[config.mk]
export PLATFORM = sky130hd
export DESIGN_NAME = carrier_loop_filter
export DESIGN_NICKNAME = d
export VERILOG_FILES = /design/src/rtl/clf_pkg.sv /design/src/rtl/clf_term.sv /design/src/rtl/clf_bilin.sv /design/src/rtl/clf_ctrl.sv /design/src/rtl/clf_datapath.sv /design/src/rtl/carrier_loop_filter.sv
export SDC_FILE = /design/constraint.sdc
export NUM_CORES = 2
export LEC_CHECK = 0
export ABC_AREA = 1
export CAP_MARGIN = 20
export CORE_UTILIZATION = 30
export DETAILED_ROUTE_END_ITERATION = 12
export DONT_BUFFER_PORTS = 1
export PLACE_DENSITY = 0.52
export SLEW_MARGIN = 15
export SYNTH_ARGS = -nofsm -noshare
export SYNTH_HDL_FRONTEND = slang
export SYNTH_SLANG_ARGS = --single-unit
[constraint.sdc]
create_clock -name clk -period 13.3 [get_ports clk]
set_input_delay 0.665 -clock clk [delete_from_list [all_inputs] [get_ports clk]]
set_output_delay 0.665 -clock clk [all_outputs]
set_load 0.005 [all_outputs]
[src/rtl/clf_pkg.sv]
package clf_pkg;

  typedef struct packed {
    logic step;
    logic flush;
  } clf_strobe_t;

  localparam int NTERM    = 5;
  localparam int T_FACC   = 0;
  localparam int T_PACC   = 1;
  localparam int T_PPROP  = 2;
  localparam int T_FVEL   = 3;
  localparam int T_PVEL   = 4;

  function automatic bit isFreqTerm(input int idx);
    return (idx == T_FACC) || (idx == T_FVEL);
  endfunction

  function automatic logic signed [63:0] satTo(input logic signed [63:0] v, input int w);
    logic signed [63:0] hi;
    logic signed [63:0] lo;
    hi = (64'sd1 <<< (w - 1)) - 64'sd1;
    lo = -hi - 64'sd1;
    if (v > hi) return hi;
    if (v < lo) return lo;
    return v;
  endfunction

endpackage

[src/rtl/clf_term.sv]
module clf_term #(
  parameter int ERR_W     = 16,
  parameter int GAIN_W    = 16,
  parameter int GAIN_FRAC = 14,
  parameter int SUM_W     = 34
) (
  input  logic signed [ERR_W-1:0]  err,
  input  logic                     en,
  input  logic signed [GAIN_W-1:0] gain,
  output logic signed [SUM_W-1:0]  term
);
  localparam int PROD_W = ERR_W + GAIN_W;

  logic signed [ERR_W-1:0]  gated;
  logic signed [PROD_W-1:0] prod;
  logic signed [PROD_W-1:0] scaled;

  always_comb begin
    gated  = en ? err : '0;
    prod   = PROD_W'(gated) * PROD_W'(gain);
    scaled = prod >>> GAIN_FRAC;
    term   = SUM_W'(scaled);
  end
endmodule

[src/rtl/clf_bilin.sv]
module clf_bilin
  import clf_pkg::*;
#(
  parameter int ACC_W = 32,
  parameter int SUM_W = ACC_W + 2
) (
  input  logic                    clk,
  input  logic                    rstN,
  input  clf_strobe_t             stb,
  input  logic signed [SUM_W-1:0] inVal,
  output logic signed [ACC_W-1:0] halfSum
);
  logic signed [ACC_W-1:0] acc;
  logic signed [ACC_W-1:0] accNew;

  always_comb begin
    accNew  = ACC_W'(satTo(64'(acc) + 64'(inVal), ACC_W));
    halfSum = ACC_W'((64'(accNew) + 64'(acc)) >>> 1);
  end

  always_ff @(posedge clk or negedge rstN) begin
    if (!rstN)          acc <= '0;
    else if (stb.flush) acc <= '0;
    else if (stb.step)  acc <= accNew;
  end
endmodule

[src/rtl/clf_ctrl.sv]
module clf_ctrl
  import clf_pkg::*;
(
  input  logic        clk,
  input  logic        rstN,
  input  logic        clear,
  input  logic        validIn,
  output clf_strobe_t stb,
  output logic        validOut
);
  always_comb begin
    stb.flush = clear;
    stb.step  = validIn & ~clear;
  end

  always_ff @(posedge clk or negedge rstN) begin
    if (!rstN) validOut <= 1'b0;
    else       validOut <= stb.step;
  end
endmodule

[src/rtl/clf_datapath.sv]
module clf_datapath
  import clf_pkg::*;
#(
  parameter int PLL_ORDER = 3,
  parameter int ERR_W     = 16,
  parameter int GAIN_W    = 16,
  parameter int GAIN_FRAC = 14,
  parameter int ACC_W     = 32
) (
  input  logic                     clk,
  input  logic                     rstN,
  input  clf_strobe_t              stb,
  input  logic signed [ERR_W-1:0]  freqErr,
  input  logic                     freqEn,
  input  logic signed [ERR_W-1:0]  phaseErr,
  input  logic                     phaseEn,
  input  logic signed [GAIN_W-1:0] gains [NTERM],
  output logic signed [ACC_W-1:0]  freqCmd
);
  localparam int SUM_W = ACC_W + 2;

  logic signed [SUM_W-1:0] term [NTERM];
  logic signed [SUM_W-1:0] velIn;
  logic signed [ACC_W-1:0] velHalf;
  logic signed [ACC_W-1:0] cmdNext;

  for (genvar i = 0; i < NTERM; i++) begin : g_term
    clf_term #(
      .ERR_W(ERR_W), .GAIN_W(GAIN_W), .GAIN_FRAC(GAIN_FRAC), .SUM_W(SUM_W)
    ) u_term (
      .err (isFreqTerm(i) ? freqErr : phaseErr),
      .en  (isFreqTerm(i) ? freqEn  : phaseEn),
      .gain(gains[i]),
      .term(term[i])
    );
  end

  if (PLL_ORDER == 3) begin : g_ord3
    logic signed [ACC_W-1:0] accelHalf;
    clf_bilin #(.ACC_W(ACC_W), .SUM_W(SUM_W)) u_accel (
      .clk(clk), .rstN(rstN), .stb(stb),
      .inVal(term[T_FACC] + term[T_PACC]),
      .halfSum(accelHalf)
    );
    assign velIn = SUM_W'(accelHalf) + term[T_FVEL] + term[T_PVEL];
  end else begin : g_ord2
    logic unusedVelTerms;
    assign unusedVelTerms = ^{term[T_FVEL], term[T_PVEL]};
    assign velIn = term[T_FACC] + term[T_PACC];
  end

  clf_bilin #(.ACC_W(ACC_W), .SUM_W(SUM_W)) u_vel (
    .clk(clk), .rstN(rstN), .stb(stb),
    .inVal(velIn),
    .halfSum(velHalf)
  );

  always_comb begin
    cmdNext = ACC_W'(satTo(64'(velHalf) + 64'(term[T_PPROP]), ACC_W));
  end

  always_ff @(posedge clk or negedge rstN) begin
    if (!rstN)          freqCmd <= '0;
    else if (stb.flush) freqCmd <= '0;
    else if (stb.step)  freqCmd <= cmdNext;
  end
endmodule

[src/rtl/carrier_loop_filter.sv]
module carrier_loop_filter
  import clf_pkg::*;
#(
  parameter int PLL_ORDER = 3,
  parameter int ERR_W     = 16,
  parameter int GAIN_W    = 16,
  parameter int GAIN_FRAC = 14,
  parameter int ACC_W     = 32
) (
  input  logic                     clk,
  input  logic                     rstN,
  input  logic                     clear,
  input  logic                     validIn,
  input  logic signed [ERR_W-1:0]  freqErr,
  input  logic                     freqEn,
  input  logic signed [ERR_W-1:0]  phaseErr,
  input  logic                     phaseEn,
  input  logic signed [GAIN_W-1:0] gFreqAcc,
  input  logic signed [GAIN_W-1:0] gPhaseAcc,
  input  logic signed [GAIN_W-1:0] gFreqVel,
  input  logic signed [GAIN_W-1:0] gPhaseVel,
  input  logic signed [GAIN_W-1:0] gPhaseProp,
  output logic signed [ACC_W-1:0]  freqCmd,
  output logic                     validOut
);
  clf_strobe_t             stb;
  logic signed [GAIN_W-1:0] gains [NTERM];

  always_comb begin
    gains[T_FACC]  = gFreqAcc;
    gains[T_PACC]  = gPhaseAcc;
    gains[T_PPROP] = gPhaseProp;
    gains[T_FVEL]  = gFreqVel;
    gains[T_PVEL]  = gPhaseVel;
  end

  clf_ctrl u_ctrl (
    .clk(clk), .rstN(rstN), .clear(clear), .validIn(validIn),
    .stb(stb), .validOut(validOut)
  );

  clf_datapath #(
    .PLL_ORDER(PLL_ORDER), .ERR_W(ERR_W), .GAIN_W(GAIN_W),
    .GAIN_FRAC(GAIN_FRAC), .ACC_W(ACC_W)
  ) u_dp (
    .clk(clk), .rstN(rstN), .stb(stb),
    .freqErr(freqErr), .freqEn(freqEn),
    .phaseErr(phaseErr), .phaseEn(phaseEn),
    .gains(gains), .freqCmd(freqCmd)
  );
endmodule

==> flow_metrics.tcl <==
set metrics [dict create \
    ios 151 \
    async_reset_ff_frac 1.000 \
    nFillCells 21120 \
    area_growth_pct 24.92 \
    slowest_stage "fa_2" \
    yosys_register_bits 97 \
    multi_input_area_sq_um 54930 \
    ff2ff_path_depth 74 \
    syn_area_per_cell_sq_um 8.133 \
    die_h_microns 457.1 \
    firstDrtPassIters 6 \
    layout-drive-gt1-share 0.2139 \
    wire_per_inst_microns 17.13 \
    drv_cap 0 \
    worst_r2r_startpoint "u_dp.g_ord3.u_accel.acc[1]" \
    synth.most_common_cell "inv_1" \
    synth_top_area_frac 0.4529 \
    clock.fmax_ghz 0.06576 \
    ys_types 57 \
    cts_tree "yes" \
    min_path_type "in2async" \
    fin_cells 11320 \
    dp_slack_ps -3228 \
    fp.coreArea_sq_um 205200 \
    cts-root-buf "clkbuf_16" \
    cpMostUsedCell "nand2_1" \
    clk_pin_slew_worst_paths_ps 80 \
    tritoncts.num_buffers 9 \
    cp_max_fo 16 \
    initial_utilization 0.3029 \
    synthFlopType "dfrtp_1" \
    hold_viol 0 \
    cp.arrival_ps 15540 \
    crit_required_ps 13640 \
    ys_warn_count 0 \
    nets 10710 \
    dp_hpwl_microns 167000 \
    grt_max_degree 98 \
    fin_crit_sh 1.143 \
    syn_nets 9720 \
    slew-limit-headroom 0.4639 \
    via_per_inst 4.649 \
    globalRouteOverflowTotal 0 \
    htree_num_levels 3 \
    synthTopCellsByArea "fa_1 (45%), ha_1 (11%), inv_1 (11%)" \
    dpl.cell_count 11190 \
    gp_congestion 0.9144 \
    drv_slew 0 \
    start_kind "input port" \
    synth_area_leader_cell "fa_1" \
    grt_pass1_vias 57450 \
    grt_pass1_wl_microns 312200 \
    path_class "in2reg" \
    failed_checks "negative setup slack" \
    cp-endpoint "u_dp.freqCmd[18]" \
    routed_wl_microns 194000 \
    r2r_slack_ps 2920 \
    antenna_found_initial 0 \
    setup_viol 32 \
    clockBufferDepth 2 \
    num_rows 166 \
    finClkSkew_ps 27.21 \
    antenna_cells 0 \
    via_count 52630 \
    crit_path_start "phaseEn" \
    register_area_sq_um 2427 \
    synth_common_cells "inv_1 (1820), nand2_1 (1437), fa_1 (1406)" \
    timing.hold.ws_ps 192.4 \
    rsz0062_at_grt "true" \
    setup_ws_ps -1906 \
    syn_area_sq_um 62150 \
    drt_iter0_markers 2795 \
    r2r_end "u_dp.freqCmd[18]" \
    tightest_slew_ps 804.1 \
    portBuffers 0 \
    end_kind "register" \
    clk_latency_ps 410 \
    die_w_microns 457.1 \
    drtAntennaViolNets 0 \
    die_area_sq_um 209000 \
    clock-sinks 97 \
    grtUsageTotal 0.1888 \
    min_period_ps 15210 \
    route.detailed.drc 0 \
    ys_seq_area_frac 0.03906 \
    synth_edf_count 0 \
    synthCells 7641 \
    critPathMaxStageDelay_ps 600 \
    status "finished, violations left" \
]
-- sequential cells by signal, summed over array words and instances (netlist names) --
| register | cells |
|---|---|
| u_dp.g_ord3.u_accel.acc | 32 |
| u_dp.u_vel.acc | 32 |
| u_ctrl.validOut | 1 |
| u_dp.freqCmd | 32 |
-- worst max-delay path: cells and delay by family --
family                   cells  cell delay, ps
buffers and inverters       20            2520
AND/OR/NAND/NOR             31            2750
AO/OA/AOI/OAI               18            2790
adder cells (fa/ha/maj)     14            5930
XOR/XNOR                     5             800
-- final cells by class --
type                            instances  area share
Clock inverter                          7    0.001080
Tap cell                             2688     0.04332
Timing Repair inverter                  1  0.00004835
Sequential cell                        97     0.03127
Inverter                             1849     0.09059
Multi-Input combinational cell       5476      0.7075
Clock buffer                            9    0.002901
Timing Repair Buffer                 1194      0.1233
-- cell usage in the layout, fill, tap and decap left out, types with 13 or more instances in the layout --
cell type,Yosys,final
inv_1,1820,1777
fa_1,1406,1384
nand2_1,1437,1338
buf_4,1,1130
nor2_1,770,710
ha_1,555,478
a21oi_1,332,245
xor2_1,155,137
o21ai_0,194,136
xnor2_1,121,114
nand2_2,38,105
dfrtp_1,97,97
nand3_1,100,88
a21oi_2,4,77
ha_4,0,72
o21ai_1,42,60
inv_2,14,43
nand3_2,29,40
nor2_2,3,37
o21ai_2,6,37
a22o_1,36,36
buf_12,0,31
nand2_4,3,28
nor3_1,38,27
nand4_1,26,26
nor2_4,0,26
buf_6,5,25
o21bai_1,26,23
fa_2,0,22
a31oi_1,26,20
a21oi_4,2,16
a21o_1,17,16
xor2_2,1,16
nor3_2,4,13
o21a_1,13,13
-- cell families (layout without fill, tap and decap cells) --
kind of cell	after synthesis	after routing	synth area share
compound gates	759	759	0.07051
flops	97	97	0.03906
simple gates	2474	2477	0.1598
fa+ha+maj	1961	1961	0.5646
xor+xnor	279	279	0.04004
buf+inv	2071	3060	0.1260
-- metrics by stage --
| step | utilization | cell area, sq um | setup TNS, ps |
|---|---|---|---|
| floorplan | - | 63080 | -70190 |
| global placement | 0.3590 | 73670 | -94730 |
| detailed placement | 0.3590 | 73670 | -101360 |
| CTS | 0.3715 | 76230 | -59530 |
| global route | 0.3783 | 77630 | -85740 |
| finish | 0.3783 | 77630 | -59480 |
-- metal layers --
layer / vias up / global-route usage / wire (microns) / share of wire
met4: 0 / 0.04201 / 5088 / 0.026
met3: 222 / 0.01813 / 8571 / 0.044
met5: - / 0 / 0 / 0
met2: 1134 / 0.3336 / 96220 / 0.50
met1: 26600 / 0.2477 / 84100 / 0.43
li1: 24670 / - / - / -
-- worst min-delay path by stage --
| stage | from | endpoint | slack (ps) | cells after the start |
|---|---|---|---|---|
| final | rstN | u_dp.freqCmd[8] | 190 | 1 |
| after global routing | rstN | u_dp.freqCmd[1] | 220 | 1 |
| after CTS | rstN | u_dp.u_vel.acc[16] | 210 | 1 |
| after detailed placement | rstN | u_dp.freqCmd[1] | 370 | 0 |
| after global placement | rstN | u_dp.freqCmd[3] | 380 | 0 |
| after floorplan | rstN | u_ctrl.validOut | 370 | 0 |
-- timing repair --
item	4_1_cts	5_1_grt
pin swaps	120	169
resized for setup	342	269
setup buffers	75	36
setup endpoints to repair	32	34
hold buffers	1	0
endpoints found under the hold margin	97	0
cloned	10	1
Power is left out: the tool's default activity adds up to more than one toggle a clock period on the data nets, which glitch-free logic cannot reach.
